**config.mk**
```make
export PLATFORM = sky130hd
export DESIGN_NAME = sync_clock_unit
export DESIGN_NICKNAME = d
export VERILOG_FILES = /design/src/rtl/sync_clk_pkg.sv /design/src/rtl/clk_period_regs.sv /design/src/rtl/clk_accum.sv /design/src/rtl/clk_strobe_latch.sv /design/src/rtl/sync_clock_unit.sv
export SDC_FILE = /design/constraint.sdc
export NUM_CORES = 1
export LEC_CHECK = 0
export BUFFER_PORTS_ARGS = -buffer_cell sky130_fd_sc_hd__buf_2
export CELL_PAD_IN_SITES_DETAIL_PLACEMENT = 0
export CELL_PAD_IN_SITES_GLOBAL_PLACEMENT = 1
export CORE_ASPECT_RATIO = 1.1
export CORE_UTILIZATION = 50
export CTS_BUF_LIST = sky130_fd_sc_hd__clkbuf_8
export DETAILED_ROUTE_END_ITERATION = 6
export PLACE_DENSITY_LB_ADDON = 0.08
export SETUP_SLACK_MARGIN = 0.3
export SYNTH_ARGS = -nofsm -noshare
export SYNTH_HDL_FRONTEND = slang
export SYNTH_HIERARCHICAL = 1
export SYNTH_SLANG_ARGS = --single-unit
```
**constraint.sdc**
```tcl
create_clock -name clk -period 8 [get_ports clk]
set_input_delay 1.2 -clock clk [delete_from_list [all_inputs] [get_ports clk]]
set_output_delay 1.2 -clock clk [all_outputs]
set_load 0.01 [all_outputs]
```
**src/rtl/sync_clk_pkg.sv**
```systemverilog
package sync_clk_pkg;
  localparam int ADDR_W = 3;
  localparam logic [ADDR_W-1:0] ADR_SEC      = 3'd0;
  localparam logic [ADDR_W-1:0] ADR_FRAC     = 3'd1;
  localparam logic [ADDR_W-1:0] ADR_PER_MID  = 3'd2;
  localparam logic [ADDR_W-1:0] ADR_PER_LO   = 3'd3;
  localparam logic [ADDR_W-1:0] ADR_SNAP_SEC = 3'd4;
  localparam logic [ADDR_W-1:0] ADR_SNAP_FRC = 3'd5;
endpackage

```
**src/rtl/clk_period_regs.sv**
```systemverilog
module clk_period_regs #(
  parameter int QUAD_W = 32
) (
  input  logic              clk,
  input  logic              rst_n,
  input  logic              wr_stage,
  input  logic              wr_lo,
  input  logic [QUAD_W-1:0] wdata,
  output logic [QUAD_W-1:0] stage_q,
  output logic [QUAD_W-1:0] act_mid_q,
  output logic [QUAD_W-1:0] lo_q
);
  always_ff @(posedge clk) begin
    if (!rst_n) begin
      stage_q   <= '0;
      act_mid_q <= '0;
      lo_q      <= '0;
    end else begin
      if (wr_stage) stage_q <= wdata;
      if (wr_lo) begin
        lo_q      <= wdata;
        act_mid_q <= stage_q;
      end
    end
  end
endmodule

```
**src/rtl/clk_accum.sv**
```systemverilog
module clk_accum #(
  parameter int QUAD_W   = 32,
  parameter int HIDDEN_W = 32,
  localparam int ACC_W   = 2*QUAD_W + HIDDEN_W
) (
  input  logic              clk,
  input  logic              rst_n,
  input  logic              tick,
  input  logic              wr_sec,
  input  logic              wr_frac,
  input  logic [QUAD_W-1:0] wdata,
  input  logic [QUAD_W-1:0] inc_mid,
  input  logic [QUAD_W-1:0] inc_lo,
  output logic [ACC_W-1:0]  acc_q
);
  logic [ACC_W-1:0] lo_aligned;
  logic [ACC_W-1:0] inc_full;

  // place the low period word at the top of the hidden fraction
  generate
    if (HIDDEN_W >= QUAD_W) begin : g_lo_wide
      assign lo_aligned = ACC_W'(inc_lo) << (HIDDEN_W - QUAD_W);
    end else begin : g_lo_narrow
      assign lo_aligned = ACC_W'(inc_lo >> (QUAD_W - HIDDEN_W));
    end
  endgenerate

  assign inc_full = (ACC_W'(inc_mid) << HIDDEN_W) | lo_aligned;

  always_ff @(posedge clk) begin
    if (!rst_n) begin
      acc_q <= '0;
    end else if (wr_sec) begin
      acc_q <= {wdata, acc_q[ACC_W-QUAD_W-1 -: QUAD_W], {HIDDEN_W{1'b0}}};
    end else if (wr_frac) begin
      acc_q <= {acc_q[ACC_W-1 -: QUAD_W], wdata, {HIDDEN_W{1'b0}}};
    end else if (tick) begin
      acc_q <= acc_q + inc_full;
    end
  end
endmodule

```
**src/rtl/clk_strobe_latch.sv**
```systemverilog
module clk_strobe_latch #(
  parameter int QUAD_W  = 32,
  parameter int N_WORDS = 2
) (
  input  logic                      clk,
  input  logic                      rst_n,
  input  logic                      strobe,
  input  logic [N_WORDS*QUAD_W-1:0] snap_in,
  output logic [N_WORDS*QUAD_W-1:0] snap_q
);
  for (genvar w = 0; w < N_WORDS; w++) begin : g_word
    always_ff @(posedge clk) begin
      if (!rst_n) snap_q[w*QUAD_W +: QUAD_W] <= '0;
      else if (strobe) snap_q[w*QUAD_W +: QUAD_W] <= snap_in[w*QUAD_W +: QUAD_W];
    end
  end
endmodule

```
**src/rtl/sync_clock_unit.sv**
```systemverilog
module sync_clock_unit
  import sync_clk_pkg::*;
#(
  parameter int QUAD_W   = 32,
  parameter int HIDDEN_W = 32,
  localparam int ACC_W   = 2*QUAD_W + HIDDEN_W
) (
  input  logic              clk,
  input  logic              rst_n,
  input  logic              tick_en,
  input  logic              strobe,
  input  logic [ADDR_W-1:0] csr_addr,
  input  logic              csr_we,
  input  logic [QUAD_W-1:0] csr_wdata,
  output logic [QUAD_W-1:0] csr_rdata
);
  logic [ACC_W-1:0]    acc_q;
  logic [QUAD_W-1:0]   stage_q, act_mid_q, lo_q;
  logic [2*QUAD_W-1:0] snap_q;
  logic wr_sec, wr_frac, wr_stage, wr_lo;

  assign wr_sec   = csr_we && (csr_addr == ADR_SEC);
  assign wr_frac  = csr_we && (csr_addr == ADR_FRAC);
  assign wr_stage = csr_we && (csr_addr == ADR_PER_MID);
  assign wr_lo    = csr_we && (csr_addr == ADR_PER_LO);

  clk_period_regs #(.QUAD_W(QUAD_W)) u_period (
    .clk(clk), .rst_n(rst_n), .wr_stage(wr_stage), .wr_lo(wr_lo),
    .wdata(csr_wdata), .stage_q(stage_q), .act_mid_q(act_mid_q), .lo_q(lo_q)
  );

  clk_accum #(.QUAD_W(QUAD_W), .HIDDEN_W(HIDDEN_W)) u_accum (
    .clk(clk), .rst_n(rst_n), .tick(tick_en), .wr_sec(wr_sec),
    .wr_frac(wr_frac), .wdata(csr_wdata), .inc_mid(act_mid_q),
    .inc_lo(lo_q), .acc_q(acc_q)
  );

  clk_strobe_latch #(.QUAD_W(QUAD_W), .N_WORDS(2)) u_snap (
    .clk(clk), .rst_n(rst_n), .strobe(strobe),
    .snap_in(acc_q[ACC_W-1 -: 2*QUAD_W]), .snap_q(snap_q)
  );

  always_comb begin
    unique case (csr_addr)
      ADR_SEC:      csr_rdata = acc_q[ACC_W-1 -: QUAD_W];
      ADR_FRAC:     csr_rdata = acc_q[ACC_W-QUAD_W-1 -: QUAD_W];
      ADR_PER_MID:  csr_rdata = stage_q;
      ADR_PER_LO:   csr_rdata = lo_q;
      ADR_SNAP_SEC: csr_rdata = snap_q[2*QUAD_W-1 -: QUAD_W];
      ADR_SNAP_FRC: csr_rdata = snap_q[QUAD_W-1:0];
      default:      csr_rdata = '0;
    endcase
  end
endmodule

```
==> metrics.md, run 1 <==
| Metric | Value |
|---|---|
| Port bufs | `71` |
| Post-synth EDFFs | `0` |
| Lkg Pwr | `6.818 nW` |
| Syn Area/Cell | `8.934 µm²` |
| Final Setup Violations | `0` |
| Worst R2R Start | `u_period/lo_q[0]$_SDFFE_PN0P_` |
| Hold-critical path depth | `2` |
| DRC viols | `0` |
| Io pins | `72` |
| Initial DRC Count | `1404` |
| Core Area | `31400 µm²` |
| Fmax | `0.1976 GHz` |
| Total power | `0.003051 W` |
| Worst hold start | `u_accum/acc_q[7]$_SDFFE_PP0P_` |
| Crit-path cells | `buf_4, buf_4, and2b_1, nand2_1, o221ai_1, buf_2` |
| H-tree levels | `2` |
| Startpoint Class | `input port` |
| Cell mode on critical path | `buf_4` |
| DP Wirelength | `39630 µm` |
| RR Endpoint | `u_accum/acc_q[52]$_SDFFE_PN0P_` |
| Worst setup path class | `in2out` |
| Delay-heaviest family, CP | `buffers and inverters` |
| Worst-path maximum fanout | `45` |
| All-Layer GR Usage | `33.63%` |
| Critical Path AT | `3.86 ns` |
| DR WL/cell | `24.31 µm` |
| Worst Setup SP | `csr_addr[0]` |
| Hold EP | `u_accum/acc_q[7]$_SDFFE_PP0P_` |
| TritonCTS buffer count | `46` |
| Clock period minus worst slack | `5.061 ns` |
| DIE WIDTH | `between 150 and 200 µm` |
| Ant diodes | `0` |
| Post-Syn Area | `15940 µm²` |
| Slowest cell on crit path | `and2b_1` |
| Sum Neg Setup Slack | `0 ns` |
| Slew HR | `12.49%` |
| Fin worst setup slack | `2.939 ns` |
| Die H | `roughly 190 µm` |
| Clock root buffer | `clkbuf_8` |
| Post-Synthesis Cells | `1784` |
| Peak supply drop | `0.1630 mV` |
| CTS tree | `yes` |
| Slew Limit Fails | `0` |
| Unique masters post-synth | `71` |
| Largest net degree at the start of global routing | `124` |
| GRT Residual Overflow | `0` |
| ANT nets after route | `0` |
| Pwr dens | `177.7 nW/µm²` |
| Worst slew pin tran | `approximately 1.3 ns` |
| Vias after detailed routing | `13794` |
| Worst R2R Setup Slack | `4.02 ns` |
| Clock Sinks | `256` |
| Clock Latency Late Sink | `between 0.5 and 0.6 ns` |
| Site Rows | `68` |
| Worst path required time | `a little under 7 ns` |
| Hold_buf cts | `0` |
| Final wirelength | `54680 µm` |
| Reg clk slew, reported paths | `0.05 ns` |
| Gpl congestion | `0.9676` |
| Worst Setup End Kind | `output pin` |
| Class of the worst hold path | `reg2reg` |
| Number of hold violations in the final report | `0` |
| Drt pass-1 iters | `5` |
| Post CTS Setup Buffer Count | `0` |
| Final Cycle Share | `63.26%` |
| Vias in the first global route | `around 13000` |
| Reg2reg path depth | `12` |
| Final-stage net count | `1901` |
| Initial antenna violation count | `1` |
| P&R area growth vs syn | `7.724%` |
| Syn. warnings | `6` |
| Register bit total from synthesis | `between 200 and 300` |
| Share of cells above drive strength 1 | `11.70%` |
| CP max stage delay | `about 0.7 ns` |
| Seq/Total Area, Yosys | `32.15%` |
| Starting Density | `50.77%` |
| First-pass GRT wire length | `81540 µm` |
| Syn Nets | `1889` |
| Die area | `around 33000 µm²` |
| Status | `finished clean` |
| Clk buf depth | `3` |
| Clock skew | `0.03051 ns` |
| MaxCap Viol Count | `0` |
| Via density | `6.133` |
| Crit path buf inv count | `3` |
| RSZ-0062 raised after global routing | `false` |
| Place WS | `2.794 ns` |
| # resized after CTS | `0` |
| Ys flop type | `dfxtp_1` |
| Share of synthesized registers carrying an async set or reset | `0%` |
==> report_power, final <==
| group | total [W] | switching (W) | internal [W] | leakage (nW) |
|---|---|---|---|---|
| Combinational | 0.000332 | 0.000207 | 0.000125 | 4.19 |
| Clock | 0.00135 | 0.000584 | 0.000767 | 0.553 |
| Sequential | 0.00137 | 0.0000539 | 0.00131 | 2.08 |
| Total | 0.00305 | 0.000846 | 0.00221 | 6.82 |
==> cell usage in the layout (no fill, tap or decap), types with 44 or more instances in the layout <==
cell and instances:
nor2_1 98, ha_1 64, a21oi_1 133, clkbuf_8 60
o221ai_1 44, o21ai_0 92, nor2b_1 166, buf_2 68
xnor2_1 55, nand2_1 111, mux2i_1 224, dfxtp_1 256
==> metal layers <==
layer / share of wire (%) / wire, µm / GRT usage (%) / vias to the layer above
met5: 0 / 0 / 0 / -
met1: 45 / 24670 / 46.78 / 6636
met4: 4.6 / 2518 / 15.66 / 0
met3: 6.5 / 3531 / 5.309 / 113
met2: 44 / 23950 / 50.59 / 546
li1: - / - / - / 6499
==> metrics by stage <==
step	util, %	instances	hold WS (ns)	cell area [µm²]
finish	54.69	2249	0.4904	17170
global route	54.69	2249	0.5206	17170
CTS	54.69	2249	0.4936	17170
global placement	51.51	2168	0.4734	16170
floorplan	-	1784	0.4646	15940
detailed placement	51.51	2168	0.4838	16170
==> worst max-delay path by stage <==
stage	endpoint	slack, ns	depth (start not counted)
5_1_grt	csr_rdata[0]	2.93	6
4_1_cts	csr_rdata[0]	3.00	6
3_5_place_dp	u_accum/acc_q[63]$_SDFFE_PN0P_	2.79	9
3_3_place_gp	csr_rdata[0]	3.00	6
2_1_floorplan	u_accum/acc_q[78]$_SDFFE_PN0P_	4.31	16
6_report	csr_rdata[0]	2.94	6
==> worst min-delay path: cells and delay by family (launching register included) <==
family | cells | cell delay [ns]
DFF | 1 | 0.31
and+or+nand+nor | 1 | 0.08
AOI/OAI and AO/OA | 1 | 0.05
==> sequential cells by signal, indices dropped and copies added, names as in the netlist <==
name,count
u_snap/snap_q,64
u_period/lo_q,32
u_period/stage_q,32
u_accum/acc_q,96
u_period/act_mid_q,32
==> kinds of logic after synthesis <==
kind of cell	after synthesis	share of synthesized area [%]
adder cells (fa/ha/maj)	65	5.150
flip-flops	256	32.15
AND/OR/NAND/NOR	526	17.18
multiplexers	261	17.08
XOR/XNOR	90	4.945
AO/OA/AOI/OAI	435	17.82
buffers and inverters	151	5.675
==> cell usage after synthesis (all sizes together), types with 2 or more instances <==
cell | instances | area share, %
a211oi | 12 | 0.57
a21boi | 5 | 0.24
nand2 | 111 | 2.6
and2 | 13 | 0.51
a2111oi | 3 | 0.16
nor3 | 22 | 0.69
nor2b | 167 | 6.6
or3 | 4 | 0.16
nand3 | 28 | 0.88
clkbuf | 62 | 1.5
nor2 | 102 | 2.4
o211ai | 7 | 0.33
a31oi | 11 | 0.43
a21oi | 133 | 4.2
dfxtp | 256 | 32
o31ai | 2 | 0.094
xor2 | 35 | 1.9
nand4 | 31 | 1.3
nor4b | 2 | 0.11
o22ai | 3 | 0.12
o21ai | 96 | 3.1
a221oi | 23 | 1.3
o21bai | 18 | 0.85
a21o | 36 | 1.7
a211o | 2 | 0.11
nor4 | 11 | 0.43
o41ai | 2 | 0.11
mux2 | 37 | 3.0
o21a | 4 | 0.19
mux2i | 224 | 14
and3 | 14 | 0.56
o221ai | 44 | 2.4
a32oi | 22 | 1.2
ha | 64 | 5.0
xnor2 | 55 | 3.0
a41oi | 3 | 0.16
inv | 30 | 0.71
or2 | 5 | 0.20
and4 | 3 | 0.16
nand2b | 7 | 0.27
buf | 59 | 3.5
==> area by class of cell <==
cell class	instances	area, µm²
tap	420	525.5
sequential	256	5125
timing repair buffer	85	471.7
inverter	30	112.6
multi-input combinational	1377	9938
clock buffer	60	825.8
fill	2969	14220
clock inverter	21	171.4
Note: power is estimated with default switching activity, not from simulation.
==> inputs of run 2 (changes only) <==
--- a/config.mk
+++ b/config.mk
@@ -5,11 +5,12 @@
 export SDC_FILE = /design/constraint.sdc
 export NUM_CORES = 1
 export LEC_CHECK = 0
+export ABC_AREA = 1
 export BUFFER_PORTS_ARGS = -buffer_cell sky130_fd_sc_hd__buf_2
 export CELL_PAD_IN_SITES_DETAIL_PLACEMENT = 0
 export CELL_PAD_IN_SITES_GLOBAL_PLACEMENT = 1
 export CORE_ASPECT_RATIO = 1.1
-export CORE_UTILIZATION = 50
+export CORE_UTILIZATION = 45
 export CTS_BUF_LIST = sky130_fd_sc_hd__clkbuf_8
 export DETAILED_ROUTE_END_ITERATION = 6
 export PLACE_DENSITY_LB_ADDON = 0.08
==> constraint.sdc (replaced) <==
create_clock -name clk -period 5.1 [get_ports clk]
set_input_delay 0.765 -clock clk [delete_from_list [all_inputs] [get_ports clk]]
set_output_delay 0.765 -clock clk [all_outputs]
set_load 0.01 [all_outputs]
==> run 2 against run 1 <==
Effect of this change:
- the run now ends with DRC left
- clock skew up 0.025 ns
- cell count up 95%
- combinational power up 130%
- count of clock-buffer cells in the layout up 2
- critical path depth up 4
- synthesized cell count up 110%
- worst hold slack worse by 0.049 ns
- first-iteration DRC count up 68%
- largest cell class unchanged
==> metrics.md, run 2 <==
| Metric | Value |
|---|---|
| Hold-critical path depth | `3 (was 2)` |
| Post-synth EDFFs | `0 (unchanged)` |
| Fmax | `0.2636 GHz` |
| Clock period minus worst slack | `between 3 and 4 ns` |
| Max FFs per register | `96 (unchanged)` |
| Synth area leader | `dfxtp_1 (unchanged)` |
| Status | `finished with violations (was finished clean)` |
| Clock Sinks | `256 (unchanged)` |
| DIE WIDTH | `206.7 µm (was 172.2 µm)` |
| Via density | `5.279 (was 6.133)` |
| Worst R2R Start | `u_period/lo_q[0]$_SDFFE_PN0P_ (unchanged)` |
| Io pins | `72 (unchanged)` |
| DP Wirelength | `71200 µm (was 39630 µm)` |
| Number of hold violations in the final report | `0 (unchanged)` |
| Die area | `46950 µm² (was 32600 µm²)` |
| Worst path required time | `4.34 ns (was 6.80 ns)` |
| Critical Path AT | `3.03 ns (was 3.86 ns)` |
| Sum Neg Setup Slack | `0 ns (unchanged)` |
| Final-stage net count | `3860 (was 1901)` |
| Synth top cells by count | `1251 x nand2_1, 638 x inv_1, 573 x nor2_1 (was 256 x dfxtp_1, 224 x mux2i_1, 167 x nor2b_1)` |
| Crit path buf inv count | `6 (was 3)` |
| Cell mode on critical path | `buf_4 (unchanged)` |
| Core Area | `45550 µm² (was 31400 µm²)` |
| Part of the power in the clock network | `43.2% (was 44.3%)` |
| Slowest cell on crit path | `nand3_1 (was and2b_1)` |
| Largest net degree at the start of global routing | `129 (was 124)` |
| Class of the worst hold path | `in2reg (was reg2reg)` |
| Post CTS Setup Buffer Count | `0 (unchanged)` |
| Lkg Pwr | `11.83 nW (was 6.818 nW)` |
| ANT nets after route | `0 (unchanged)` |
| Worst setup path class | `in2out (unchanged)` |
| Post-Syn Area | `20740 µm² (was 15940 µm²)` |
| Share of cells above drive strength 1 | `8.540% (was 11.70%)` |
| GRT Residual Overflow | `0 (unchanged)` |
| Syn Area/Cell | `5.533 µm² (was 8.934 µm²)` |
| Slew Limit Fails | `0 (unchanged)` |
| Post-Synthesis Cells | `3748 (was 1784)` |
| Seq/Total Area, Yosys | `24.71% (was 32.15%)` |
| Final wirelength | `89550 µm (was 54680 µm)` |
| Delay-heaviest family, CP | `buffers and inverters (unchanged)` |
| Port bufs | `71 (unchanged)` |
| Site Rows | `82 (was 68)` |
| MaxCap Viol Count | `0 (unchanged)` |
| Initial DRC Count | `2354 (was 1404)` |
| Starting Density | `45.53% (was 50.77%)` |
| Worst Setup End Kind | `output pin (unchanged)` |
| Clock skew | `0.05577 ns (was 0.03051 ns)` |
| Sw Share | `31.86% (was 27.71%)` |
| Ys flop type | `dfxtp_1 (unchanged)` |
| Util after Layout | `48.90% (was 54.69%)` |
| Commonest cells after routing, fill and taps aside | `1251 x nand2_1, 651 x inv_1, 571 x nor2_1 (was 256 x dfxtp_1, 224 x mux2i_1, 166 x nor2b_1)` |
| Clk buf depth | `3 (unchanged)` |
| Worst-path maximum fanout | `47 (was 45)` |
| Unique masters post-synth | `35 (was 71)` |
| Slew HR | `17.26% (was 12.49%)` |
| Hold_buf cts | `0 (unchanged)` |
| Reg2reg path depth | `14 (was 12)` |
| Share of synthesized registers carrying an async set or reset | `0% (unchanged)` |
| Initial antenna violation count | `0 (was 1)` |
| Ant diodes | `0 (unchanged)` |
| DRC viols | `7 (was 0)` |
| Reg power frac | `42.1% (was 44.8%)` |
| Startpoint Class | `input port (unchanged)` |
| P&R area growth vs syn | `7.421% (was 7.724%)` |
| Comb power frac | `14.6% (was 10.9%)` |
| Clock Latency Late Sink | `0.68 ns (was 0.59 ns)` |
| Top cells by area, synth | `dfxtp_1 25%, nand2_1 23%, inv_1 12% (was dfxtp_1 32%, mux2i_1 14%, nor2b_1 6.6%)` |
| Hold_ws | `0.4413 ns (was 0.4904 ns)` |
| # resized after CTS | `0 (unchanged)` |
| Worst R2R Setup Slack | `2.03 ns (was 4.02 ns)` |
| Top reg by flops | `u_accum/acc_q (unchanged)` |
| Vias after detailed routing | `23134 (was 13794)` |
| Commonest non-fill, non-tap cell in the layout | `nand2_1 (was dfxtp_1)` |
| All-Layer GR Usage | `37.90% (was 33.63%)` |
| Clock root buffer | `clkbuf_8 (unchanged)` |
| Syn. warnings | `6 (unchanged)` |
| Final Cycle Share | `roughly 74%` |
| Switch Pwr | `0.001680 W (was 0.0008455 W)` |
| First-pass GRT wire length | `130200 µm (was 81540 µm)` |
| Hold EP | `u_accum/acc_q[60]$_SDFFE_PN0P_ (was u_accum/acc_q[7]$_SDFFE_PP0P_)` |
| Crit-path cells | `buf_2, buf_4, inv_2, buf_4, nand3_1, buf_4, nor2_1, a21oi_1, nand2_1, buf_2 (was buf_4, buf_4, and2b_1, nand2_1, o221ai_1, buf_2)` |
| Drt pass-1 iters | `7 (was 5)` |
| Yosys top cell area share | `24.71% (was 32.15%)` |
| DR WL/cell | `20.44 µm (was 24.31 µm)` |
| Worst slew pin tran | `1.240 ns (was 1.308 ns)` |
| Final Setup Violations | `0 (unchanged)` |
| RSZ-0062 raised after global routing | `false (unchanged)` |
| CTS tree | `yes (unchanged)` |
| TritonCTS buffer count | `50 (was 46)` |
| Cell-internal power | `0.003593 W (was 0.002206 W)` |
| Reg clk slew, reported paths | `0.06 ns (was 0.05 ns)` |
| CP max stage delay | `0.56 ns (was 0.72 ns)` |
| Die H | `227.2 µm (was 189.3 µm)` |
| Gpl congestion | `1.097 (was 0.9676)` |
| Worst hold start | `csr_wdata[28] (was u_accum/acc_q[7]$_SDFFE_PP0P_)` |
| Peak supply drop | `0.1973 mV (was 0.1630 mV)` |
| Largest regs | `u_accum/acc_q x96, u_snap/snap_q x64 (unchanged)` |
| Violated checks | `DRC` |
| Vias in the first global route | `20982 (was 12975)` |
| Register bit total from synthesis | `256 (unchanged)` |
| Pwr dens | `236.7 nW/µm² (was 177.7 nW/µm²)` |
| H-tree levels | `2 (unchanged)` |
| Syn Nets | `3853 (was 1889)` |
| RR Endpoint | `u_accum/acc_q[48]$_SDFFE_PN0P_ (was u_accum/acc_q[52]$_SDFFE_PN0P_)` |
| Cell with the most instances after synthesis | `nand2_1 (was dfxtp_1)` |
==> run 2: cell count changes in the layout (fill, tap and decap cells not counted), moves of 44 or more <==
cell	change
a21oi_1	+45
inv_1	+613
mux2i_1	-224
nand2_1	+1140
nand3_1	+173
nand4_1	+80
nor2_1	+473
nor2_2	+50
nor2b_1	-166
o221ai_1	-44
xnor2_1	-53
==> run 2: cell families after synthesis <==
logic type                 synth area share (%)
buffers and inverters                     16.28
adders and majority gates                 3.958
xor gates and xnor gates                  1.267
AOI/OAI and AO/OA                         7.179
DFF                                       24.71
and+or+nand+nor                           46.61
==> run 2: per-stage QoR <==
step                      instances  power [W]  setup WS [ns]  area (µm²)
after global placement         4291   0.003000          1.515       21200
after global routing           4382   0.005487          1.212       22280
after detailed placement       4291   0.003017          1.374       21200
after floorplan                3748   0.002746          2.510       20740
final                          4382   0.005274          1.307       22280
after CTS                      4382   0.005302          1.363       22280
==> run 2: per-layer routing <==
metal / global-route usage (%) / share of wire, %
met3: 5.898 / 7.1
met1: 47.77 / 42
met2: 58.22 / 43
met5: 0 / 0
met4: 28.20 / 8.2
==> run 2: final cells by class <==
| type | instances | area [µm²] |
|---|---|---|
| Clock inverter | 29 | 226.5 |
| Multi-Input combinational cell | 2683 | 12270 |
| Inverter | 671 | 2519 |
| Fill cell | 5039 | 23280 |
| Sequential cell | 256 | 5125 |
| Tap cell | 588 | 735.7 |
| Timing Repair Buffer | 93 | 544.3 |
| Clock buffer | 62 | 853.3 |
==> run 2: power groups by stage <==
stage / logic [W] / registers, W / clock network, W
final: 0.000772 / 0.00222 / 0.00228
after global routing: 0.000852 / 0.00223 / 0.00241
after CTS: 0.000759 / 0.00222 / 0.00232
after detailed placement: 0.000756 / 0.00226 / 0
after global placement: 0.000743 / 0.00226 / 0
after floorplan: 0.000550 / 0.00220 / 0
==> run 2: worst reg2reg max path: stages (launching register included) <==
cell and delay, ns:
dfxtp_1 0.61, ha_1 0.31, fa_1 0.41, nand2_1 0.13, nand2_1 0.09, nand3b_1 0.12, nand2_2 0.21, nand2_1 0.10
nand2_2 0.15, nand3_1 0.09, nor2_1 0.19, nand2_1 0.13, nand3_1 0.09, nand3_1 0.19, a21oi_1 0.20
==> run 2: worst max path at each step <==
stage                start                              to  depth (start not counted)
5_1_grt        csr_addr[2]                    csr_rdata[4]                         10
2_1_floorplan  csr_addr[2]  u_accum/acc_q[33]$_SDFFE_PN0P_                         11
3_5_place_dp   csr_addr[2]                    csr_rdata[4]                         10
6_report       csr_addr[2]                    csr_rdata[4]                         10
3_3_place_gp   csr_addr[2]                    csr_rdata[4]                         10
4_1_cts        csr_addr[2]                    csr_rdata[4]                         10
